**src/rtl/ldet_pkg.sv**
```systemverilog
package ldet_pkg;

  typedef enum logic {
    ST_ACQUIRE = 1'b0,
    ST_LOCKED  = 1'b1
  } ldet_state_e;

  // Index of the two correction lines inside the pulse-meter lane vector.
  localparam int unsigned LANE_UP = 0;
  localparam int unsigned LANE_DN = 1;
  localparam int unsigned LANES   = 2;

  // Larger of two widths.
  function automatic int unsigned wider_of(input int unsigned a, input int unsigned b);
    return (a > b) ? a : b;
  endfunction

  // Required run length for the chosen mode.
  function automatic int unsigned run_needed(input logic five, input int unsigned short_run,
                                             input int unsigned long_run);
    return five ? long_run : short_run;
  endfunction

  // RF enable rule.
  function automatic logic rf_gate(input logic pd, input logic mute, input logic lk);
    return !pd && (!mute || lk);
  endfunction

endpackage

```
**src/rtl/ldet_pulse_meter.sv**
```systemverilog
module ldet_pulse_meter #(
  parameter int unsigned CNT_W = 8
) (
  input  logic             clk_i,
  input  logic             rst_ni,
  input  logic             clr_i,
  input  logic             up_i,
  input  logic             dn_i,
  output logic             done_o,
  output logic [CNT_W-1:0] err_o
);
  import ldet_pkg::*;

  localparam logic [CNT_W-1:0] CNT_MAX = '1;
  localparam logic [CNT_W-1:0] CNT_ONE = CNT_W'(1);

  logic [LANES-1:0] pulse;
  logic [CNT_W-1:0] width_q [LANES];
  logic             any_now;
  logic             any_q;

  assign pulse[LANE_UP] = up_i;
  assign pulse[LANE_DN] = dn_i;
  assign any_now = |pulse;
  assign done_o  = any_q & ~any_now;

  always_ff @(posedge clk_i or negedge rst_ni) begin
    if (!rst_ni)     any_q <= 1'b0;
    else if (clr_i)  any_q <= 1'b0;
    else             any_q <= any_now;
  end

  for (genvar g = 0; g < LANES; g++) begin : g_lane
    always_ff @(posedge clk_i or negedge rst_ni) begin
      if (!rst_ni)                              width_q[g] <= '0;
      else if (clr_i || done_o)                 width_q[g] <= '0;
      else if (pulse[g] && width_q[g] != CNT_MAX) width_q[g] <= width_q[g] + CNT_ONE;
    end
  end

  assign err_o = CNT_W'(wider_of(int'(width_q[LANE_UP]), int'(width_q[LANE_DN])));

endmodule

```
**src/rtl/ldet_lock_fsm.sv**
```systemverilog
module ldet_lock_fsm #(
  parameter int unsigned CNT_W      = 8,
  parameter int unsigned ACQ_TICKS  = 3,
  parameter int unsigned LOSE_TICKS = 5,
  parameter int unsigned RUN_SHORT  = 3,
  parameter int unsigned RUN_LONG   = 5,
  localparam int unsigned GOOD_W    = $clog2(RUN_LONG + 1)
) (
  input  logic              clk_i,
  input  logic              rst_ni,
  input  logic              clr_i,
  input  logic              done_i,
  input  logic [CNT_W-1:0]  err_i,
  input  logic              mode_five_i,
  output logic              locked_o,
  output logic [GOOD_W-1:0] good_o
);
  import ldet_pkg::*;

  localparam logic [CNT_W-1:0]  ACQ_L  = CNT_W'(ACQ_TICKS);
  localparam logic [CNT_W-1:0]  LOSE_L = CNT_W'(LOSE_TICKS);
  localparam logic [GOOD_W-1:0] ONE_G  = GOOD_W'(1);

  ldet_state_e       state_q, state_d;
  logic [GOOD_W-1:0] good_q, good_d, need, good_inc;
  logic              err_fine, err_bad;

  assign need     = GOOD_W'(run_needed(mode_five_i, RUN_SHORT, RUN_LONG));
  assign good_inc = good_q + ONE_G;
  assign err_fine = err_i < ACQ_L;
  assign err_bad  = err_i > LOSE_L;

  always_comb begin
    state_d = state_q;
    good_d  = good_q;
    if (done_i) begin
      unique case (state_q)
        ST_ACQUIRE: begin
          if (!err_fine) begin
            good_d = '0;
          end else if (good_inc >= need) begin
            state_d = ST_LOCKED;
            good_d  = '0;
          end else begin
            good_d = good_inc;
          end
        end
        ST_LOCKED: begin
          if (err_bad) begin
            state_d = ST_ACQUIRE;
            good_d  = '0;
          end
        end
        default: begin
          state_d = ST_ACQUIRE;
          good_d  = '0;
        end
      endcase
    end
  end

  always_ff @(posedge clk_i or negedge rst_ni) begin
    if (!rst_ni) begin
      state_q <= ST_ACQUIRE;
      good_q  <= '0;
    end else if (clr_i) begin
      state_q <= ST_ACQUIRE;
      good_q  <= '0;
    end else begin
      state_q <= state_d;
      good_q  <= good_d;
    end
  end

  assign locked_o = (state_q == ST_LOCKED);
  assign good_o   = good_q;

endmodule

```
**src/rtl/ldet_lock_detector.sv**
```systemverilog
module ldet_lock_detector #(
  parameter int unsigned CNT_W      = 8,
  parameter int unsigned ACQ_TICKS  = 3,
  parameter int unsigned LOSE_TICKS = 5,
  parameter int unsigned RUN_SHORT  = 3,
  parameter int unsigned RUN_LONG   = 5
) (
  input  logic clk_i,
  input  logic rst_ni,
  input  logic up_i,
  input  logic dn_i,
  input  logic mode_five_i,
  input  logic mute_en_i,
  input  logic pwr_dn_i,
  output logic locked_o,
  output logic rf_en_o
);
  import ldet_pkg::*;

  localparam int unsigned GOOD_W = $clog2(RUN_LONG + 1);

  // Named internal events, used by the bound checker.
  logic              cycle_done;
  logic [CNT_W-1:0]  cycle_err;
  logic [GOOD_W-1:0] good_run;
  logic              lock_flag;

  ldet_pulse_meter #(.CNT_W(CNT_W)) meter_i (
    .clk_i  (clk_i),
    .rst_ni (rst_ni),
    .clr_i  (pwr_dn_i),
    .up_i   (up_i),
    .dn_i   (dn_i),
    .done_o (cycle_done),
    .err_o  (cycle_err)
  );

  ldet_lock_fsm #(
    .CNT_W(CNT_W), .ACQ_TICKS(ACQ_TICKS), .LOSE_TICKS(LOSE_TICKS),
    .RUN_SHORT(RUN_SHORT), .RUN_LONG(RUN_LONG)
  ) fsm_i (
    .clk_i       (clk_i),
    .rst_ni      (rst_ni),
    .clr_i       (pwr_dn_i),
    .done_i      (cycle_done),
    .err_i       (cycle_err),
    .mode_five_i (mode_five_i),
    .locked_o    (lock_flag),
    .good_o      (good_run)
  );

  assign locked_o = lock_flag;
  assign rf_en_o  = rf_gate(pwr_dn_i, mute_en_i, lock_flag);

endmodule

```
**config.mk**
```make
export PLATFORM = sky130hd
export DESIGN_NAME = ldet_lock_detector
export DESIGN_NICKNAME = d
export VERILOG_FILES = /design/src/rtl/ldet_pkg.sv /design/src/rtl/ldet_pulse_meter.sv /design/src/rtl/ldet_lock_fsm.sv /design/src/rtl/ldet_lock_detector.sv
export SDC_FILE = /design/constraint.sdc
export NUM_CORES = 1
export LEC_CHECK = 0
export BUFFER_PORTS_ARGS = -buffer_cell sky130_fd_sc_hd__buf_2
export CAP_MARGIN = 15
export CORE_ASPECT_RATIO = 1.2
export CORE_UTILIZATION = 65
export CTS_BUF_LIST = sky130_fd_sc_hd__clkbuf_4
export CTS_CLUSTER_DIAMETER = 60
export DETAILED_ROUTE_END_ITERATION = 8
export PLACE_DENSITY = 0.84
export SYNTH_ARGS = -nofsm -noshare
export SYNTH_HDL_FRONTEND = slang
export SYNTH_HIERARCHICAL = 1
export SYNTH_SLANG_ARGS = --single-unit
```
**constraint.sdc**
```tcl
create_clock -name clk_i -period 5.9 [get_ports clk_i]
set_clock_uncertainty 0.05 [all_clocks]
set_input_delay 0 -clock clk_i [delete_from_list [all_inputs] [get_ports clk_i]]
set_output_delay 0 -clock clk_i [all_outputs]
set_load 0.02 [all_outputs]
```
==> metrics.log, run 1 <==
INFO  metric firstDrtPassIters = 4
INFO  metric netlist_instances = 165
INFO  metric clkSlewWorstSetupHoldPaths = 0.12 ns
INFO  metric globalRouteOverflowTotal = 0
INFO  metric yosys_warnings = 6
INFO  metric hpwlAfterDp = 2530 um
INFO  metric nets = 199
INFO  metric status = completed
INFO  metric period_share = 53.0%
INFO  metric cts_hold_buf = 5
INFO  metric cts_setup_buffers = 0
INFO  metric drive_gt1_share = 15.2%
INFO  metric whs = 0.118 ns
INFO  metric area_share_of_the_largest_cell_type_after_synthesis = 33.5%
INFO  metric p_clk_share = 19.0%
INFO  metric worstSkewPairLatency = 0.30 ns
INFO  metric beginning_of_the_worst_register_to_register_path = meter_i/width_q[1]$_DFFE_PN0P_
INFO  metric finalWirelength = 3340 um
INFO  metric worst-r2r-setup-slack = 2.78 ns
INFO  metric max-clock-path-buffers = 2
INFO  metric route.detailed.vias_per_inst = 6.26
INFO  metric post-synth-top-count-cell = dfrtp_1
INFO  metric synth_sequential_area_ratio = 33.5%
INFO  metric largest_net_degree_at_the_start_of_global_routing = 22
INFO  metric dpl.cell_count = 200
INFO  metric worst_pin_slew = 0.511 ns
INFO  metric synth_seq_cells = 21
INFO  metric internal_power = 253 uW
INFO  metric h-tree-depth = 1
INFO  metric tritoncts_num_sinks = 21
INFO  metric cts_root_buffer = clkbuf_4
INFO  metric critical_path_arrival = 3.30 ns
INFO  metric post_cts_resize_count = 0
INFO  metric first_pass_grt_wire_length = 5680 um
INFO  metric number_of_drc_violations_after_detailed_routing = 0
INFO  metric final_core_utilization = 74.5%
INFO  metric max_slew_margin = 65.9%
INFO  metric finalSetupTns = 0 ns
INFO  metric layout-area-overhead-vs-synth = 8.47%
INFO  metric post_synthesis_net_count = 185
INFO  metric postSynth.asyncResetShare = 100%
INFO  metric maxCapViolCount = 0
INFO  metric setup.worst_path.start_class = flop
INFO  metric synth_cell_type_count = 49
INFO  metric post_drt_wl_per_cell = 16.0 um
INFO  metric power_per_cell_area = 228 nW/um2
INFO  metric crit-reg2reg-capture = fsm_i/good_o[2]$_DFFE_PN0P_
INFO  metric setup.worst_path.class = reg -> reg
INFO  metric grt.total_usage = 29.4%
INFO  metric io-pin-count = 9
INFO  metric hold_viol_final = 0
INFO  metric r2r_cells = 11
INFO  metric cp_data_required_time = 6.08 ns
INFO  metric synth_area_leaders = dfrtp_1, ha_1, mux2_1
INFO  metric design_power_total = 388 uW
INFO  metric grt_pass1_vias = 1339
INFO  metric dr_total_vias = 1308
INFO  metric synthDominantAreaCellType = dfrtp_1
INFO  metric placement_rows = 19
INFO  metric rsz0062_at_grt = no
INFO  metric synthesis.area_per_instance = 9.49 um2
INFO  metric irDropWorstVdd = 0.214 mV
INFO  metric initialDrtViolationCount = 29
INFO  metric most_frequently_used_flop_master_after_synthesis = dfrtp_1
INFO  metric worstSetupEndpointType = flop
INFO  metric final_cell_count_no_fill = 209
INFO  metric period_needed = 3.12 ns
INFO  metric power.share.sequential = 43.8%
INFO  metric setup_viol = 0
INFO  metric max_freq = 320 MHz
INFO  metric n_antenna_cell = 0
INFO  metric tritoncts_clock_tree = done
INFO  metric place.gp.congestion = 0.827
INFO  metric drv_slew = 0
INFO  metric yosys-top-cells-count = dfrtp_1, inv_1, ha_1, nand2_1, nor2_1
INFO  metric numPortBuffers = 8
INFO  metric power.share.switching = 34.7%
INFO  metric core_area = 2280 um2
INFO  metric initial_utilization = 68.6%
INFO  metric die_height = 55.8 um
INFO  metric timing.critical_path.fanout_max = 8
INFO  metric cellLeakagePower = 0.762 nW
INFO  metric synth.cell_area = 1570 um2
INFO  metric hold_path_class = in -> async
INFO  metric postRouteAntennaNets = 0
INFO  metric switching_power = 135 uW
INFO  metric p_comb_share = 37.2%
INFO  metric synth_edf_count = 0
INFO  metric die_ar = 2610 um2
INFO  metric initial_antenna_violation_count = 0
INFO  metric cts-buffers-inserted = 3
INFO  metric layout.filler_cells = 182
INFO  metric floorplan.die.width = 46.8 um
-- metal layers --
metal	track usage, %	wire (um)	up-vias
li1	-	-	636
met3	4.22	133	2
met4	11.8	15	0
met5	0	0	-
met2	48.8	1760	39
met1	36.7	1430	631
-- worst max-delay path, cell delays in order, from the launching register on --
cell and delay, ns:
dfrtp_1 0.42, inv_1 0.06, ha_1 0.30, nor2b_1 0.13, o211ai_1 0.20, a21oi_2 0.11
o22ai_4 0.29, mux2_1 0.39, or4_4 0.54, nor4_4 0.29, a31oi_1 0.12, mux2i_1 0.15
-- area by class of cell --
class / instances / area (um2) / share of cell area, %
well taps: 31 / 38.8 / 2.28
flip-flops and latches: 21 / 526 / 30.9
multi-input cells: 125 / 958 / 56.4
inverters: 15 / 56.3 / 3.31
repair buffers: 13 / 90.1 / 5.30
clock buffers: 4 / 30.0 / 1.77
-- logic make-up after synthesis --
kind of cell / synth area share [%]
AND/OR/NAND/NOR: 20.3
flip-flops: 33.5
AO/OA/AOI/OAI: 22.0
buffers and inverters: 5.27
adder cells (fa/ha/maj): 10.4
XOR/XNOR: 2.24
multiplexers: 6.31
-- worst max-delay path by stage --
stage,from,endpoint,cells after the start
6_report,meter_i/width_q[1]$_DFFE_PN0P_,fsm_i/good_o[2]$_DFFE_PN0P_,11
5_1_grt,meter_i/width_q[1]$_DFFE_PN0P_,fsm_i/good_o[2]$_DFFE_PN0P_,11
4_1_cts,meter_i/width_q[1]$_DFFE_PN0P_,fsm_i/good_o[2]$_DFFE_PN0P_,11
3_5_place_dp,meter_i/width_q[1]$_DFFE_PN0P_,fsm_i/good_o[2]$_DFFE_PN0P_,11
3_3_place_gp,meter_i/width_q[1]$_DFFE_PN0P_,fsm_i/good_o[2]$_DFFE_PN0P_,11
2_1_floorplan,meter_i/width_q[1]$_DFFE_PN0P_,fsm_i/good_o[2]$_DFFE_PN0P_,11
-- cell usage in the layout, fill, tap and decap left out, types with 3 or more instances in the layout --
cell	Yosys	routed
dfrtp_1	21	21
o41ai_1	3	3
nor2b_1	3	3
nand2_1	13	13
ha_1	13	13
nand4_1	5	5
inv_1	14	14
dlygate4sd3_1	0	5
a31oi_1	7	7
nor2_1	12	12
nand3_1	6	6
o21ai_1	11	11
a21oi_1	5	5
clkbuf_4	0	4
mux2_1	7	7
buf_2	3	8
-- power groups by stage --
stage | Combinational [mW] | Sequential, mW | Clock (mW)
detailed placement | 0.141 | 0.173 | 0
global placement | 0.132 | 0.172 | 0
finish | 0.144 | 0.170 | 0.0739
floorplan | 0.108 | 0.173 | 0
CTS | 0.144 | 0.170 | 0.0784
global route | 0.159 | 0.171 | 0.0851
-- metrics by stage --
stage	setup slack [ns]	instance area (um2)
2_1_floorplan	3.03	1570
3_3_place_gp	2.96	1620
3_5_place_dp	2.81	1620
4_1_cts	2.79	1700
5_1_grt	2.54	1700
6_report	2.78	1700
-- flip-flops by register name (all words and copies together), names as in the netlist --
register / count
meter_i/width_q: 16
fsm_i/good_o: 3
fsm_i/locked_o: 1
meter_i/any_q: 1
(Power assumes the default switching activity.)
==> inputs of run 2 (changes only) <==
Settings changed: CORE_UTILIZATION 65 to 63, PLACE_DENSITY 0.84 to 0.82.
Clock period 5.9 ns to 2.9 ns, I/O delays scaled along.
==> metrics.log, run 2 (synthesis gave the netlist of run 1 again) <==
INFO  metric timing.critical_path.fanout_max = 5 (-3)
INFO  metric fin_ws = -0.151 ns (-2.93 ns)
INFO  metric numPortBuffers = 8 (unchanged)
INFO  metric post_drt_wl_per_cell = 17.5 um (+9.7%)
INFO  metric registers.top_by_ff_count = meter_i/width_q
INFO  metric finalSetupTns = -0.338 ns (-0.338 ns)
INFO  metric dr_total_vias = 1425 (+8.9%)
INFO  metric detailedPlace.worstSlack = -0.0665 ns (-2.88 ns)
INFO  metric irDropWorstVdd = 0.386 mV (+81%)
INFO  metric placed_cell_area = 1720 um2 (+6.5%)
INFO  metric route.detailed.vias_per_inst = 6.33 (+1.2%)
INFO  metric maxCapViolCount = 0 (unchanged)
INFO  metric grt.total_usage = 33.9% (+4.6 points)
INFO  metric io-pin-count = 9 (unchanged)
INFO  metric max-clock-path-buffers = 2 (unchanged)
INFO  metric clkSlewWorstSetupHoldPaths = 0.12 ns (about the same)
INFO  metric finalWirelength = 3940 um (+18%)
INFO  metric highest_count_cells_in_the_layout_ignoring_fill_and_taps = dfrtp_1, buf_4, inv_1
INFO  metric hold_viol_final = 0 (unchanged)
INFO  metric tritoncts_clock_tree = done
INFO  metric die_height = 56.6 um (+1.5%)
INFO  metric tritoncts_num_sinks = 21 (unchanged)
INFO  metric worstSetupEndpointType = flop
INFO  metric final_core_utilization = 78.4% (+4.0 points)
INFO  metric initial_antenna_violation_count = 0 (unchanged)
INFO  metric h-tree-depth = 1 (unchanged)
INFO  metric grt_pass1_vias = 1485 (+11%)
INFO  metric max_freq = 328 MHz (+2.4%)
INFO  metric layout.filler_cells = 168 (-7.7%)
INFO  metric core_area = 2330 um2 (+2.1%)
INFO  metric final_cell_area = 1830 um2 (+7.5%)
INFO  metric largest_stage_delay_on_the_critical_path = 0.54 ns (about the same)
INFO  metric period_needed = 3.05 ns (-0.0736 ns)
INFO  metric firstDrtPassIters = 4 (unchanged)
INFO  metric cts_root_buffer = clkbuf_4
INFO  metric floorplan.die.width = 47.5 um (+1.5%)
INFO  metric drv_slew = 0 (unchanged)
INFO  metric drive_gt1_share = 23.2% (+8.0 points)
INFO  metric hpwlAfterDp = 2800 um (+11%)
INFO  metric die_ar = 2690 um2 (+3.1%)
INFO  metric period_share = 105% (+52 points)
INFO  metric setup.worst_path.start_class = flop
INFO  metric number_of_drc_violations_after_detailed_routing = 0 (unchanged)
INFO  metric initialDrtViolationCount = 72 (+150%)
INFO  metric largest_register_ff_count = 16 (unchanged)
INFO  metric dpl.cell_count = 214 (+7.0%)
INFO  metric n_antenna_cell = 0 (unchanged)
INFO  metric worst_pin_slew = 0.516 ns (+0.00502 ns)
INFO  metric nets = 215 (+8.0%)
INFO  metric hold_path_class = in -> reg
INFO  metric first_pass_grt_wire_length = 6420 um (+13%)
INFO  metric layout-area-overhead-vs-synth = 16.6%
INFO  metric largest_net_degree_at_the_start_of_global_routing = 22 (unchanged)
INFO  metric max_slew_margin = 65.5% (-0.34 points)
INFO  metric cp_data_required_time = 3.10 ns (-2.98 ns)
INFO  metric power_per_cell_area = 452 nW/um2 (+98%)
INFO  metric slowest_stage = or4_4
INFO  metric initial_utilization = 67.2% (-1.4 points)
INFO  metric setup_viol = 4 (+4)
INFO  metric cts-buffers-inserted = 3 (unchanged)
INFO  metric rsz0062_at_grt = yes
INFO  metric status = complete, but fails checks
INFO  metric crit_chain = inv_1 -> ha_1 -> nor2b_1 -> o211ai_1 -> a21oi_2 -> o22ai_4 -> mux2_4 -> or4_4 -> nor4_4 -> a31oi_1 -> mux2i_1
INFO  metric worstSkewPairLatency = 0.32 ns (+0.02 ns)
INFO  metric critical_path_arrival = 3.25 ns (-0.05 ns)
INFO  metric placement_rows = 19 (unchanged)
INFO  metric place.gp.congestion = 0.911 (+10%)
INFO  metric globalRouteOverflowTotal = 0 (unchanged)
INFO  metric setup.worst_path.class = reg -> reg
INFO  metric failed_checks = setup timing
INFO  metric final_cell_count_no_fill = 225 (+7.7%)
INFO  metric postRouteAntennaNets = 0 (unchanged)
INFO  metric cellLeakagePower = 0.850 nW (+12%)
INFO  metric layout_commonest_cell = dfrtp_1
-- run 2: changes by cell type in the layout (fill, tap and decap cells not counted), sizes merged --
cell,delta
buf,+16
-- run 2: worst max-delay path, delay by kind of cell, from the launching register on --
kind / cells / cell delay (ns)
buf+inv: 1 / 0.05
flops: 1 / 0.37
compound gates: 4 / 0.71
fa+ha+maj: 1 / 0.30
simple gates: 3 / 1.04
mux: 2 / 0.48
-- run 2: worst paths after layout --
kind                                                     start                        endpoint  slack, ns  depth (start not counted)
worst max-delay path            meter_i/width_q[1]$_DFFE_PN0P_     fsm_i/good_o[2]$_DFFE_PN0P_      -0.15                         11
worst min-delay path                               mode_five_i     fsm_i/good_o[0]$_DFFE_PN0P_       0.12                          5
worst max register to register  meter_i/width_q[1]$_DFFE_PN0P_     fsm_i/good_o[2]$_DFFE_PN0P_      -0.15                         11
worst min register to register     fsm_i/good_o[2]$_DFFE_PN0P_     fsm_i/good_o[2]$_DFFE_PN0P_       0.45                          1
max in group asynchronous                               rst_ni      fsm_i/locked_o$_DFFE_PN0P_       2.33                          2
min in group asynchronous                               rst_ni  meter_i/width_q[3]$_DFFE_PN0P_       0.14                          2
-- run 2: area by class of cell --
type | count | area, um2 | share of cell area [%]
multi-input combinational | 125 | 966 | 52.9
clock buffer | 4 | 30.0 | 1.64
sequential | 21 | 526 | 28.8
inverter | 15 | 56.3 | 3.08
timing repair buffer | 29 | 210 | 11.5
tap | 31 | 38.8 | 2.12
-- run 2: metrics by stage --
stage	total power, mW	hold slack [ns]
finish	0.826	0.123
global route	0.870	0.165
CTS	0.816	0.106
detailed placement	0.649	-0.0658
global placement	0.628	-0.0728
floorplan	0.572	-0.346
-- run 2: what timing repair did --
action	CTS	global route
buffers inserted	1	1
resized for setup	2	1
pin swaps	1	2
hold endpoints to repair	26	0
hold buffers	5	0
endpoints found under the setup margin	4	4
-- run 2: layer usage --
metal	vias up	share of wire, %	GRT usage, %
li1	666	-	-
met1	670	39	40.3
met2	68	49	54.6
met3	21	7.1	6.43
met4	0	4.5	18.8
met5	-	0	0
-- run 2: report_power, final --
group	total [mW]	switching, mW	internal [mW]
sequential	0.343	0.0254	0.318
combinational	0.325	0.177	0.148
clock	0.158	0.0944	0.0633
==> inputs of run 3 (changes only) <==
Settings changed: CORE_MARGIN from default to 8, GPL_TIMING_DRIVEN from default to 0.
==> metrics.log, run 3 (synthesis gave the netlist of run 1 again) <==
INFO  metric status = complete, but fails checks
INFO  metric failed_checks = setup timing
INFO  metric firstDrtPassIters = 4 (unchanged)
INFO  metric globalRouteOverflowTotal = 0 (unchanged)
INFO  metric postRouteAntennaNets = 0 (unchanged)
INFO  metric tritoncts_num_sinks = 21 (unchanged)
INFO  metric r2r_cells = 9 (-2)
INFO  metric max_slew_margin = 67.3% (+1.8 points)
INFO  metric setup_viol = 2 (-2)
INFO  metric power_per_cell_area = 444 nW/um2 (-2.0%)
INFO  metric timing.critical_path.fanout_max = 7 (+2)
INFO  metric drive_gt1_share = 32.0% (+8.8 points)
INFO  metric critical_path_arrival = 3.19 ns (-0.06 ns)
INFO  metric grt_pass1_vias = 1434 (-3.4%)
INFO  metric layout.filler_cells = 184 (+9.5%)
INFO  metric worstSkewPairLatency = 0.33 ns (about the same)
INFO  metric die_height = 70.6 um (+25%)
INFO  metric h-tree-depth = 1 (unchanged)
INFO  metric worstSetupEndpointType = flop
INFO  metric period_share = 103% (-2.3 points)
INFO  metric crit-reg2reg-capture = fsm_i/good_o[2]$_DFFE_PN0P_
INFO  metric highest_count_cells_in_the_layout_ignoring_fill_and_taps = dfrtp_1, buf_4, inv_1, nand2_1, nor2_1
INFO  metric hold_viol_final = 0 (unchanged)
INFO  metric cp_data_required_time = 3.10 ns (about the same)
INFO  metric largest_net_degree_at_the_start_of_global_routing = 22 (unchanged)
INFO  metric die_ar = 4340 um2 (+61%)
INFO  metric drv_slew = 0 (unchanged)
INFO  metric cellLeakagePower = 0.876 nW (+3.1%)
INFO  metric n_antenna_cell = 0 (unchanged)
INFO  metric maxCapViolCount = 0 (unchanged)
INFO  metric io-pin-count = 9 (unchanged)
INFO  metric core_area = 2450 um2 (+5.3%)
INFO  metric route.detailed.vias_per_inst = 6.24 (-1.4%)
INFO  metric rsz0062_at_grt = yes
INFO  metric cts-buffers-inserted = 3 (unchanged)
INFO  metric beginning_of_the_worst_register_to_register_path = meter_i/width_q[11]$_DFFE_PN0P_
INFO  metric irDropWorstVdd = 0.437 mV (+13%)
INFO  metric number_of_drc_violations_after_detailed_routing = 0 (unchanged)
INFO  metric numPortBuffers = 7 (-1)
INFO  metric seqCellArea = 533 um2 (+1.4%)
INFO  metric placement_rows = 20 (+1)
INFO  metric grt.total_usage = 20.2% (-14 points)
INFO  metric post_drt_wl_per_cell = 18.3 um (+4.2%)
INFO  metric max_freq = 335 MHz (+2.3%)
INFO  metric design_power_total = 853 uW (+3.3%)
INFO  metric nets = 218 (+1.4%)
INFO  metric multi_input_comb_area = 1020 um2 (+6.1%)
INFO  metric clkSlewWorstSetupHoldPaths = 0.12 ns (about the same)
INFO  metric setup.worst_path.start_class = flop
INFO  metric fin_ws = -0.0827 ns (+0.0678 ns)
INFO  metric setup.worst_path.class = reg -> reg
INFO  metric hold_path_class = in -> async
INFO  metric dr_total_vias = 1436 (+0.77%)
INFO  metric layout_commonest_cell = dfrtp_1
INFO  metric tritoncts_clock_tree = done
INFO  metric initialDrtViolationCount = 74 (+2.8%)
INFO  metric initial_antenna_violation_count = 0 (unchanged)
INFO  metric final_core_utilization = 78.5% (about the same)
INFO  metric worst_pin_slew = 0.491 ns (-0.0251 ns)
INFO  metric initial_utilization = 63.9% (-3.4 points)
INFO  metric cts_root_buffer = clkbuf_4
INFO  metric place.gp.congestion = 0.885 (-2.9%)
INFO  metric hpwlAfterDp = 2810 um (+0.39%)
INFO  metric max-clock-path-buffers = 2 (unchanged)
INFO  metric period_needed = 2.98 ns (-0.0678 ns)
INFO  metric floorplan.die.width = 61.5 um (+29%)
INFO  metric finalWirelength = 4200 um (+6.5%)
INFO  metric worst-r2r-setup-slack = -0.08 ns (+0.07 ns)
INFO  metric registers.top_by_ff_count = meter_i/width_q
INFO  metric layout-area-overhead-vs-synth = 22.8%
INFO  metric largest_register_ff_count = 16 (unchanged)
INFO  metric first_pass_grt_wire_length = 6690 um (+4.2%)
run 3: cell count changes in the layout (fill, tap and decap cells not counted), sizes merged:
cell,previous run,this run
buf,24,27
run 3: repair_timing:
| item | CTS | global route |
|---|---|---|
| hold buffers | 5 | 0 |
| pin swaps | 9 | 12 |
| endpoints found under the hold margin | 26 | 0 |
| buffers inserted | 13 | 3 |
| endpoints found under the setup margin | 4 | 4 |
| gates resized for setup | 13 | 8 |
run 3: final cells by class:
class	instances	area share [%]
multi-input cells	125	53.3
flip-flops and latches	21	27.7
repair buffers	28	11.1
inverters	15	2.93
well taps	33	2.15
clock buffers	4	1.56
plain buffers	4	1.37
run 3: power breakdown:
group	internal [mW]	total, mW	leakage, nW	switching [mW]
clock	0.0634	0.159	0.0184	0.0958
combinational	0.172	0.350	0.581	0.179
sequential	0.318	0.344	0.277	0.0258
run 3: worst max-delay path by stage:
| stage | from | end | cells after the start |
|---|---|---|---|
| finish | meter_i/width_q[11]$_DFFE_PN0P_ | fsm_i/good_o[2]$_DFFE_PN0P_ | 9 |
| global route | meter_i/width_q[9]$_DFFE_PN0P_ | fsm_i/good_o[2]$_DFFE_PN0P_ | 10 |
| CTS | meter_i/width_q[1]$_DFFE_PN0P_ | fsm_i/good_o[2]$_DFFE_PN0P_ | 11 |
| detailed placement | meter_i/width_q[1]$_DFFE_PN0P_ | fsm_i/good_o[2]$_DFFE_PN0P_ | 11 |
| global placement | meter_i/width_q[1]$_DFFE_PN0P_ | fsm_i/good_o[2]$_DFFE_PN0P_ | 11 |
| floorplan | meter_i/width_q[1]$_DFFE_PN0P_ | fsm_i/good_o[2]$_DFFE_PN0P_ | 11 |
run 3: worst max-delay path, stage by stage, from the launching register on:
cell and delay (ns):
dfrtp_1 0.49, ha_1 0.37, a21oi_1 0.18, a21oi_2 0.10, o22ai_4 0.25, mux2_4 0.34, or4_4 0.55, nor4_4 0.30
a31oi_1 0.13, mux2i_1 0.17
run 3: routing by layer:
| metal | routed length, um | vias to the layer above | share of wire [%] | GRT usage, % |
|---|---|---|---|---|
| li1 | - | 670 | - | - |
| met1 | 1700 | 706 | 40 | 23.7 |
| met2 | 2140 | 45 | 51 | 33.0 |
| met3 | 172 | 15 | 4.1 | 2.90 |
| met4 | 184 | 0 | 4.4 | 11.4 |
| met5 | 0 | - | 0 | 0 |
run 3: per-stage QoR:
stage | setup TNS (ns) | setup slack [ns] | cell area (um2) | hold WS [ns] | instances
6_report | -0.158 | -0.0827 | 1920 | 0.103 | 230
5_1_grt | -0.382 | -0.176 | 1920 | 0.133 | 230
4_1_cts | -0.0528 | -0.0528 | 1880 | 0.0937 | 227
3_5_place_dp | -0.771 | -0.293 | 1640 | -0.0602 | 205
3_3_place_gp | -0.156 | -0.0883 | 1640 | -0.0688 | 205
2_1_floorplan | 0 | 0.0334 | 1570 | -0.346 | 165
